### config.mk
export PLATFORM = sky130hd
export DESIGN_NAME = capcmp_unit
export DESIGN_NICKNAME = d
export VERILOG_FILES = /design/src/rtl/capcmp_pkg.sv /design/src/rtl/capcmp_edge_sync.sv /design/src/rtl/capcmp_match.sv /design/src/rtl/capcmp_core.sv /design/src/rtl/capcmp_unit.sv
export SDC_FILE = /design/constraint.sdc
export NUM_CORES = 1
export LEC_CHECK = 0
export ABC_AREA = 1
export BUFFER_PORTS_ARGS = -buffer_cell sky130_fd_sc_hd__buf_2
export CAP_MARGIN = 20
export CORE_MARGIN = 2
export CORE_UTILIZATION = 23
export CTS_BUF_LIST = sky130_fd_sc_hd__clkbuf_8
export CTS_CLUSTER_SIZE = 24
export DETAILED_ROUTE_END_ITERATION = 12
export GPL_TIMING_DRIVEN = 0
export REMOVE_ABC_BUFFERS = 1
export SLEW_MARGIN = 20
export SYNTH_ARGS = -nofsm -noshare
export SYNTH_HDL_FRONTEND = slang
export SYNTH_HIERARCHICAL = 1
export SYNTH_SLANG_ARGS = --single-unit
### constraint.sdc
create_clock -name clk -period 1.35 [get_ports clk]
set_input_delay 0.27 -clock clk [delete_from_list [all_inputs] [get_ports clk]]
set_output_delay 0.27 -clock clk [all_outputs]
set_load 0.01 [all_outputs]
### src/rtl/capcmp_pkg.sv
package capcmp_pkg;
    typedef enum logic [1:0] {
        ST_OFF       = 2'b00,
        ST_CAPTURE   = 2'b01,
        ST_CMP_FLAG  = 2'b10,
        ST_CMP_CLEAR = 2'b11
    } cc_state_e;

    localparam logic [1:0] ADDR_CTRL     = 2'd0;
    localparam logic [1:0] ADDR_REG      = 2'd1;
    localparam logic [1:0] ADDR_FLAG_CLR = 2'd2;
    localparam int         EDGE_SEL_BIT  = 2;
endpackage

### src/rtl/capcmp_edge_sync.sv
module capcmp_edge_sync #(
    parameter int STAGES = 2
) (
    input  logic clk,
    input  logic rst_n,
    input  logic async_in,
    input  logic fall_sel,
    output logic hit
);
    localparam int TOP = STAGES - 1;

    logic [STAGES-1:0] sync_q;
    logic              prev_q;
    logic              s_now;

    generate
        if (STAGES == 1) begin : g_single
            always_ff @(posedge clk) begin
                if (!rst_n) sync_q <= '0;
                else        sync_q <= async_in;
            end
        end else begin : g_chain
            always_ff @(posedge clk) begin
                if (!rst_n) sync_q <= '0;
                else        sync_q <= {sync_q[STAGES-2:0], async_in};
            end
        end
    endgenerate

    assign s_now = sync_q[TOP];

    always_ff @(posedge clk) begin
        if (!rst_n) prev_q <= 1'b0;
        else        prev_q <= s_now;
    end

    assign hit = fall_sel ? (!s_now && prev_q) : (s_now && !prev_q);
endmodule

### src/rtl/capcmp_match.sv
module capcmp_match #(
    parameter int TW = 16
) (
    input  logic          en,
    input  logic [TW-1:0] timer_val,
    input  logic [TW-1:0] ref_val,
    output logic          eq
);
    assign eq = en && (timer_val == ref_val);
endmodule

### src/rtl/capcmp_core.sv
module capcmp_core
    import capcmp_pkg::*;
#(
    parameter int TW = 16
) (
    input  logic          clk,
    input  logic          rst_n,
    input  logic          wr_en,
    input  logic [1:0]    wr_addr,
    input  logic [TW-1:0] wr_data,
    input  logic [TW-1:0] timer_val,
    input  logic          edge_hit,
    input  logic          tmr_eq,
    output logic          fall_sel,
    output logic          cmp_en,
    output logic [TW-1:0] ccr_q,
    output logic          flag_q,
    output logic          timer_clr
);
    cc_state_e state_q, state_d;
    logic      cap_arm, clr_arm, cap_evt;
    logic      ctrl_wr, reg_wr, clr_wr;

    assign ctrl_wr = wr_en && (wr_addr == ADDR_CTRL);
    assign reg_wr  = wr_en && (wr_addr == ADDR_REG);
    assign clr_wr  = wr_en && (wr_addr == ADDR_FLAG_CLR);

    // next-state: only control writes move the machine
    always_comb begin
        state_d = state_q;
        if (ctrl_wr) begin
            unique case (wr_data[1:0])
                2'b00: state_d = ST_OFF;
                2'b01: state_d = ST_CAPTURE;
                2'b10: state_d = ST_CMP_FLAG;
                2'b11: state_d = ST_CMP_CLEAR;
            endcase
        end
    end

    always_ff @(posedge clk) begin
        if (!rst_n) state_q <= ST_OFF;
        else        state_q <= state_d;
    end

    // per-state outputs
    always_comb begin
        cap_arm = 1'b0;
        cmp_en  = 1'b0;
        clr_arm = 1'b0;
        unique case (state_q)
            ST_OFF:       ;
            ST_CAPTURE:   cap_arm = 1'b1;
            ST_CMP_FLAG:  cmp_en  = 1'b1;
            ST_CMP_CLEAR: begin
                cmp_en  = 1'b1;
                clr_arm = 1'b1;
            end
        endcase
    end

    assign cap_evt   = cap_arm && edge_hit;
    assign timer_clr = clr_arm && tmr_eq;

    always_ff @(posedge clk) begin
        if (!rst_n) begin
            fall_sel <= 1'b0;
            ccr_q    <= '0;
            flag_q   <= 1'b0;
        end else begin
            if (ctrl_wr) fall_sel <= wr_data[EDGE_SEL_BIT];
            if (reg_wr)       ccr_q <= wr_data;
            else if (cap_evt) ccr_q <= timer_val;
            if (cap_evt || tmr_eq) flag_q <= 1'b1;
            else if (clr_wr)       flag_q <= 1'b0;
        end
    end

    assert_flag_hold_R7: assert property (@(posedge clk) disable iff (!rst_n)
        (flag_q && !clr_wr) |=> flag_q);
    assert_capture_value_R3: assert property (@(posedge clk) disable iff (!rst_n)
        (state_q == ST_CAPTURE && edge_hit && !reg_wr) |=> (ccr_q == $past(timer_val)));
    assert_write_wins_R8: assert property (@(posedge clk) disable iff (!rst_n)
        reg_wr |=> (ccr_q == $past(wr_data)));
    assert_clear_sets_flag_R6: assert property (@(posedge clk) disable iff (!rst_n)
        timer_clr |=> flag_q);
    assert_off_quiet_R9: assert property (@(posedge clk) disable iff (!rst_n)
        (state_q == ST_OFF && !flag_q) |=> !flag_q);
    assert_off_no_clear_R9: assert property (@(posedge clk) disable iff (!rst_n)
        (state_q == ST_OFF) |-> !timer_clr);
endmodule

### src/rtl/capcmp_unit.sv
module capcmp_unit #(
    parameter int TW          = 16,
    parameter int SYNC_STAGES = 2
) (
    input  logic          clk,
    input  logic          rst_n,
    input  logic [TW-1:0] timer_val,
    input  logic          evt_in,
    input  logic          wr_en,
    input  logic [1:0]    wr_addr,
    input  logic [TW-1:0] wr_data,
    output logic [TW-1:0] ccr_out,
    output logic          irq_flag,
    output logic          timer_clr
);
    logic fall_sel, edge_hit, cmp_en, tmr_eq;

    capcmp_edge_sync #(.STAGES(SYNC_STAGES)) u_sync (
        .clk(clk), .rst_n(rst_n), .async_in(evt_in),
        .fall_sel(fall_sel), .hit(edge_hit)
    );

    capcmp_match #(.TW(TW)) u_match (
        .en(cmp_en), .timer_val(timer_val), .ref_val(ccr_out), .eq(tmr_eq)
    );

    capcmp_core #(.TW(TW)) u_core (
        .clk(clk), .rst_n(rst_n), .wr_en(wr_en), .wr_addr(wr_addr),
        .wr_data(wr_data), .timer_val(timer_val), .edge_hit(edge_hit),
        .tmr_eq(tmr_eq), .fall_sel(fall_sel), .cmp_en(cmp_en),
        .ccr_q(ccr_out), .flag_q(irq_flag), .timer_clr(timer_clr)
    );

    assert_clr_equal_R6: assert property (@(posedge clk) disable iff (!rst_n)
        timer_clr |-> (timer_val == ccr_out));
endmodule

## Yosys cells after proc, flatten, opt, wreduce, memory -nomap -nowiden

Cells that the tools add are included.

- Flip-flop bits (word level): 23
- Bits in latches: 0
- RAM bits: 0
- Memory bits (read-only): 0
- Bits of input ports: 38
- Output and inout bits: 18
- Logic and storage cells: 40
- Memories: 0

- Add/sub/neg operators: 0
- Multiply operators: 0
- Divide/modulo/power cells: 0
- Order comparisons: 0
- Eq/ne operators: 9
- Shift-type cells: 0
- Mux-type cells: 9
- Bitwise gates (word level): 0
- Reductions and logical operators: 16

Operator list:

| cell | count |
|---|---|
| 16-bit 2-to-1 mux | 2 |
| 16-bit equality test | 1 |
| 2-bit equality test (second input constant) | 5 |
| 1-bit logical AND | 8 |
| 2-bit one-hot mux with 4 select lines | 1 |
| 2-bit by 1-bit equality test with 1-bit output (second input constant) | 3 |
| 1-bit 2-to-1 mux | 6 |
| 2-bit logical NOT | 2 |
| 2-bit nonzero test | 2 |
| 1-bit logical NOT | 2 |
| 2-bit OR reduction | 1 |
| 1-bit logical OR | 1 |

## Logic depth before layout (Yosys ltp)

- Depth after elaboration: 6
- Mapped depth: 10
- Gate-level depth less buffers: 10

## Cells and area by module

Netlist, hierarchy kept.

Modules (own cells, without submodules):

| module | times used | cells an instance | area each (µm²) | seq. area each (µm²) |
|---|---|---|---|---|
| capcmp_core | 1 | 152 | 1,098.6 | 400.4 |
| capcmp_match | 1 | 63 | 275.3 | 0.0 |
| capcmp_edge_sync | 1 | 15 | 107.6 | 60.1 |

## Worst setup path after synthesis

OpenSTA, ideal clock, no wires.

- Kind: register -> output
- Start: reg u_core.ccr_q[6]
- End: out timer_clr
- Arrival: 1.124 ns
- Data required time: 1.080 ns
- Slack: -0.044 ns
- Stages on the path, launching flop included: 11
- Path buffers: 0
- Cell sequence: dfxtp_1 -> inv_1 -> nand2_1 -> nand2_1 -> nor2_1 -> nand2_1 -> nor2_1 -> nand2_1 -> nor2_1 -> nand2_1 -> nor2_1

- Word-level cells in the longest chain between the ends: 3

Ends and longest elaborated chain:

| item | line | RTL |
|---|---|---|
| start, declared | capcmp_core.sv:16 | `output logic [TW-1:0] ccr_q,` |
| start signal, assigned | capcmp_core.sv:72 | `if (reg_wr) ccr_q <= wr_data;` |
| start signal, assigned | capcmp_core.sv:73 | `else if (cap_evt) ccr_q <= timer_val;` |
| 16-bit equality test | capcmp_match.sv:9 | `assign eq = en && (timer_val == ref_val);` |
| 1-bit logical AND | capcmp_match.sv:9 |  |
| named net tmr_eq | capcmp_unit.sv:16 | `logic fall_sel, edge_hit, cmp_en, tmr_eq;` |
| 1-bit logical AND | capcmp_core.sv:63 | `assign timer_clr = clr_arm && tmr_eq;` |
| end, declared | capcmp_unit.sv:14 | `output logic timer_clr` |

The timed path passes the listed nets, and every way through them passes these cells.

## Worst setup path after layout

Same ends and word-level chain as after synthesis.

==> impl_metrics.toml <==
[clock_tree]
clk_pin_slew_ps = 90
cts_sinks = 23
cts_root_buf = "clkbuf_8"
htreeDepth = 1
tritoncts = "done"
clk_latency_ps = 270
clockBufferDepth = 2
cts_buffers = 3

[drt]
dr.pass1.iters = 4
vias = 1654
post-route-drc-count = 0
postRouteAntennaNets = 0
vias_per_cell = 4.556
post_drt_wl_per_cell_um = 12.64
drt_iter0_markers = 56
wirelength_um = 4588

[power_and_ir_drop]
switching_power_w = 0.0004677
clockPowerShare = 0.301
total_power_w = 0.001515
pwr-share-comb = 0.217
powerDensity_mw_per_mm2 = 785.2
p_int_w = 0.001047
p_sw_frac = 0.3087
irDropWorstVdd_mv = 0.4324
power_leakage_nw = 0.9560
seq_power_share = 0.482

[cells_and_area]
multi_input_area_sq_um = 852.1
drive_above_1_share = 0.3392
syn2layout_area_growth_pct = 30.24
insertedDiodeCount = 0
final_cell_mix = "81 x nand2_1, 55 x buf_2, 24 x inv_1, 21 x nand3_1"
final_common_cell = "nand2_1"
fill_cells = 717
nets = 325
seq_area_sq_um = 470.5

[outcome]
violations = "setup timing"
status = "complete, but fails checks"

[critical_path]
crit_required_ps = 1080
cp_max_fo = 4
critPathKind = "register to primary output"
worst_setup_path_start_kind = "register"
worstSetupEndpointType = "primary output"
cp_data_arrival_time_ps = 1470

[floorplan]
io_pins = 56
die-area_sq_mm = 0.007099
die_y_um = 84.26
coreArea_sq_mm = 0.006277
die_w_um = 84.26
row_count = 29
initial_core_util = 0.2360

[sta]
finClkSkew_ps = 4.647
finalHoldViolations = 0
rsz0062_at_grt = "yes"
fin_crit_ps = 1744
whs_ps = 177.2
tightest_slew_ps = 757.8
max_slew_margin = 0.4917
max_freq_ghz = 0.5734
setup_viol = 1
post-route-period-util = 1.292
drv_slew = 0
worst_slack_ps = -394.0

[synth]
yosys_warnings = 6
synthDistinctLibCells = 20
syn_inst = 230
ys_ff_latch = 23
yosysSeqAreaShare = 0.3108
syn_area_per_cell_sq_um = 6.441
syn-cell-area_sq_mm = 0.001481

[grt]
antenna_found_initial = 0
grt_use_total = 0.1313
grt_pass1_wl_um = 7514
grt_start_max_net_pins = 20
grt_pass1_vias = 1544
gr-total-overflow = 0

[placement]
dp_hpwl_um = 3088
gp_congestion = 0.7612
portBuffers = 55

[hold_path]
min_path_type = "input pin to register"

[run]
cap_viol_max_count = 0
critical path, stage by stage (launching register included):
cell and delay [ps]:
dfxtp_2 360, inv_2 30, nand2_1 40, nand2_1 50, nor2_1 100, nand2_1 70
nor2_2 110, nand2_1 70, nor2_2 110, nand2_1 60, nor2_1 70, buf_2 130
metal layers:
layer | track usage | share of wire | vias up
li1 | - | - | 848
met5 | 0 | 0 | -
met3 | 0.03343 | 0.077 | 4
met4 | 0.03079 | 0.0085 | 0
met2 | 0.2078 | 0.44 | 65
met1 | 0.1795 | 0.48 | 737
final cells by class:
class | instances | area share
multi-input combinational | 166 | 0.4416
sequential | 23 | 0.2438
timing repair buffer | 63 | 0.1803
inverter | 30 | 0.05901
tap | 77 | 0.04994
clock buffer | 3 | 0.02140
clock inverter | 1 | 0.003891
power groups by stage:
| stage | sequential, W | clock, W | combinational, W |
|---|---|---|---|
| final | 0.000730 | 0.000457 | 0.000328 |
| after global routing | 0.000735 | 0.000510 | 0.000370 |
| after CTS | 0.000730 | 0.000484 | 0.000319 |
| after detailed placement | 0.000745 | 0 | 0.000307 |
| after global placement | 0.000744 | 0 | 0.000303 |
| after floorplan | 0.000751 | 0 | 0.000156 |
per-stage QoR:
stage / setup slack, ps / std cells / utilization / cell area [sq um] / TNS, ps
4_1_cts: -460.1 / 360 / 0.3012 / 1891 / -460.1
3_3_place_gp: -348.5 / 350 / 0.2812 / 1765 / -5583
6_report: -394.0 / 363 / 0.3074 / 1929 / -394.0
3_5_place_dp: -376.3 / 350 / 0.2812 / 1765 / -5939
2_1_floorplan: -45.10 / 218 / - / 1394 / -45.10
5_1_grt: -540.4 / 363 / 0.3074 / 1929 / -540.4
cell usage after synthesis:
cell type | n | area [sq um]
a21oi_1 | 9 | 45.04
buf_4 | 4 | 30.03
inv_2 | 4 | 15.01
a21oi_2 | 10 | 87.58
dfxtp_1 | 23 | 460.4
nor2_1 | 14 | 52.55
clkbuf_1 | 1 | 3.750
clkinv_1 | 1 | 3.750
nand2_1 | 81 | 304.0
nand3_4 | 2 | 35.03
o21ai_0 | 4 | 20.02
inv_1 | 25 | 93.84
buf_6 | 3 | 33.78
nand2_4 | 1 | 11.26
buf_2 | 4 | 20.02
xor2_1 | 5 | 43.79
nand3_1 | 21 | 105.1
o22ai_1 | 2 | 12.51
nand4_1 | 15 | 93.84
nor3_2 | 1 | 10.01
what timing repair did:
item | 4_1_cts | 5_1_grt
hold buffers | 0 | 0
setup buffers | 5 | 3
gates cloned | 1 | 0
pin swaps | 3 | 4
endpoints found under the setup margin | 16 | 4
resized for setup | 6 | 8
sequential cells by signal, indices dropped and copies added, names as in the netlist:
register,cells
u_core/ccr_q,16
u_core/fall_sel,1
u_core/flag_q,1
u_core/state_q,2
u_sync/prev_q,1
u_sync/sync_q,2
logic make-up (layout without fill, tap and decap cells):
kind of cell	count (synthesis)	count (layout)	share of synthesized area
AO/OA/AOI/OAI	25	25	0.1115
AND/OR/NAND/NOR	135	136	0.4130
flip-flops	23	23	0.3108
XOR/XNOR	5	5	0.02956
buffers and inverters	42	97	0.1351
path summary, 6_finish.rpt:
kind	slack (ps)	start	cells past startpoint	to
max	-390	u_core/ccr_q[6]$_SDFFE_PN0P_	11	timer_clr
min	180	evt_in	3	u_sync/sync_q[0]$_SDFF_PN0_
max reg2reg	150	u_core/ccr_q[6]$_SDFFE_PN0P_	10	u_core/flag_q$_SDFFE_PN0P_
min reg2reg	420	u_sync/sync_q[0]$_SDFF_PN0_	2	u_sync/sync_q[1]$_SDFF_PN0_
Note: power is estimated with default switching activity, not from simulation.
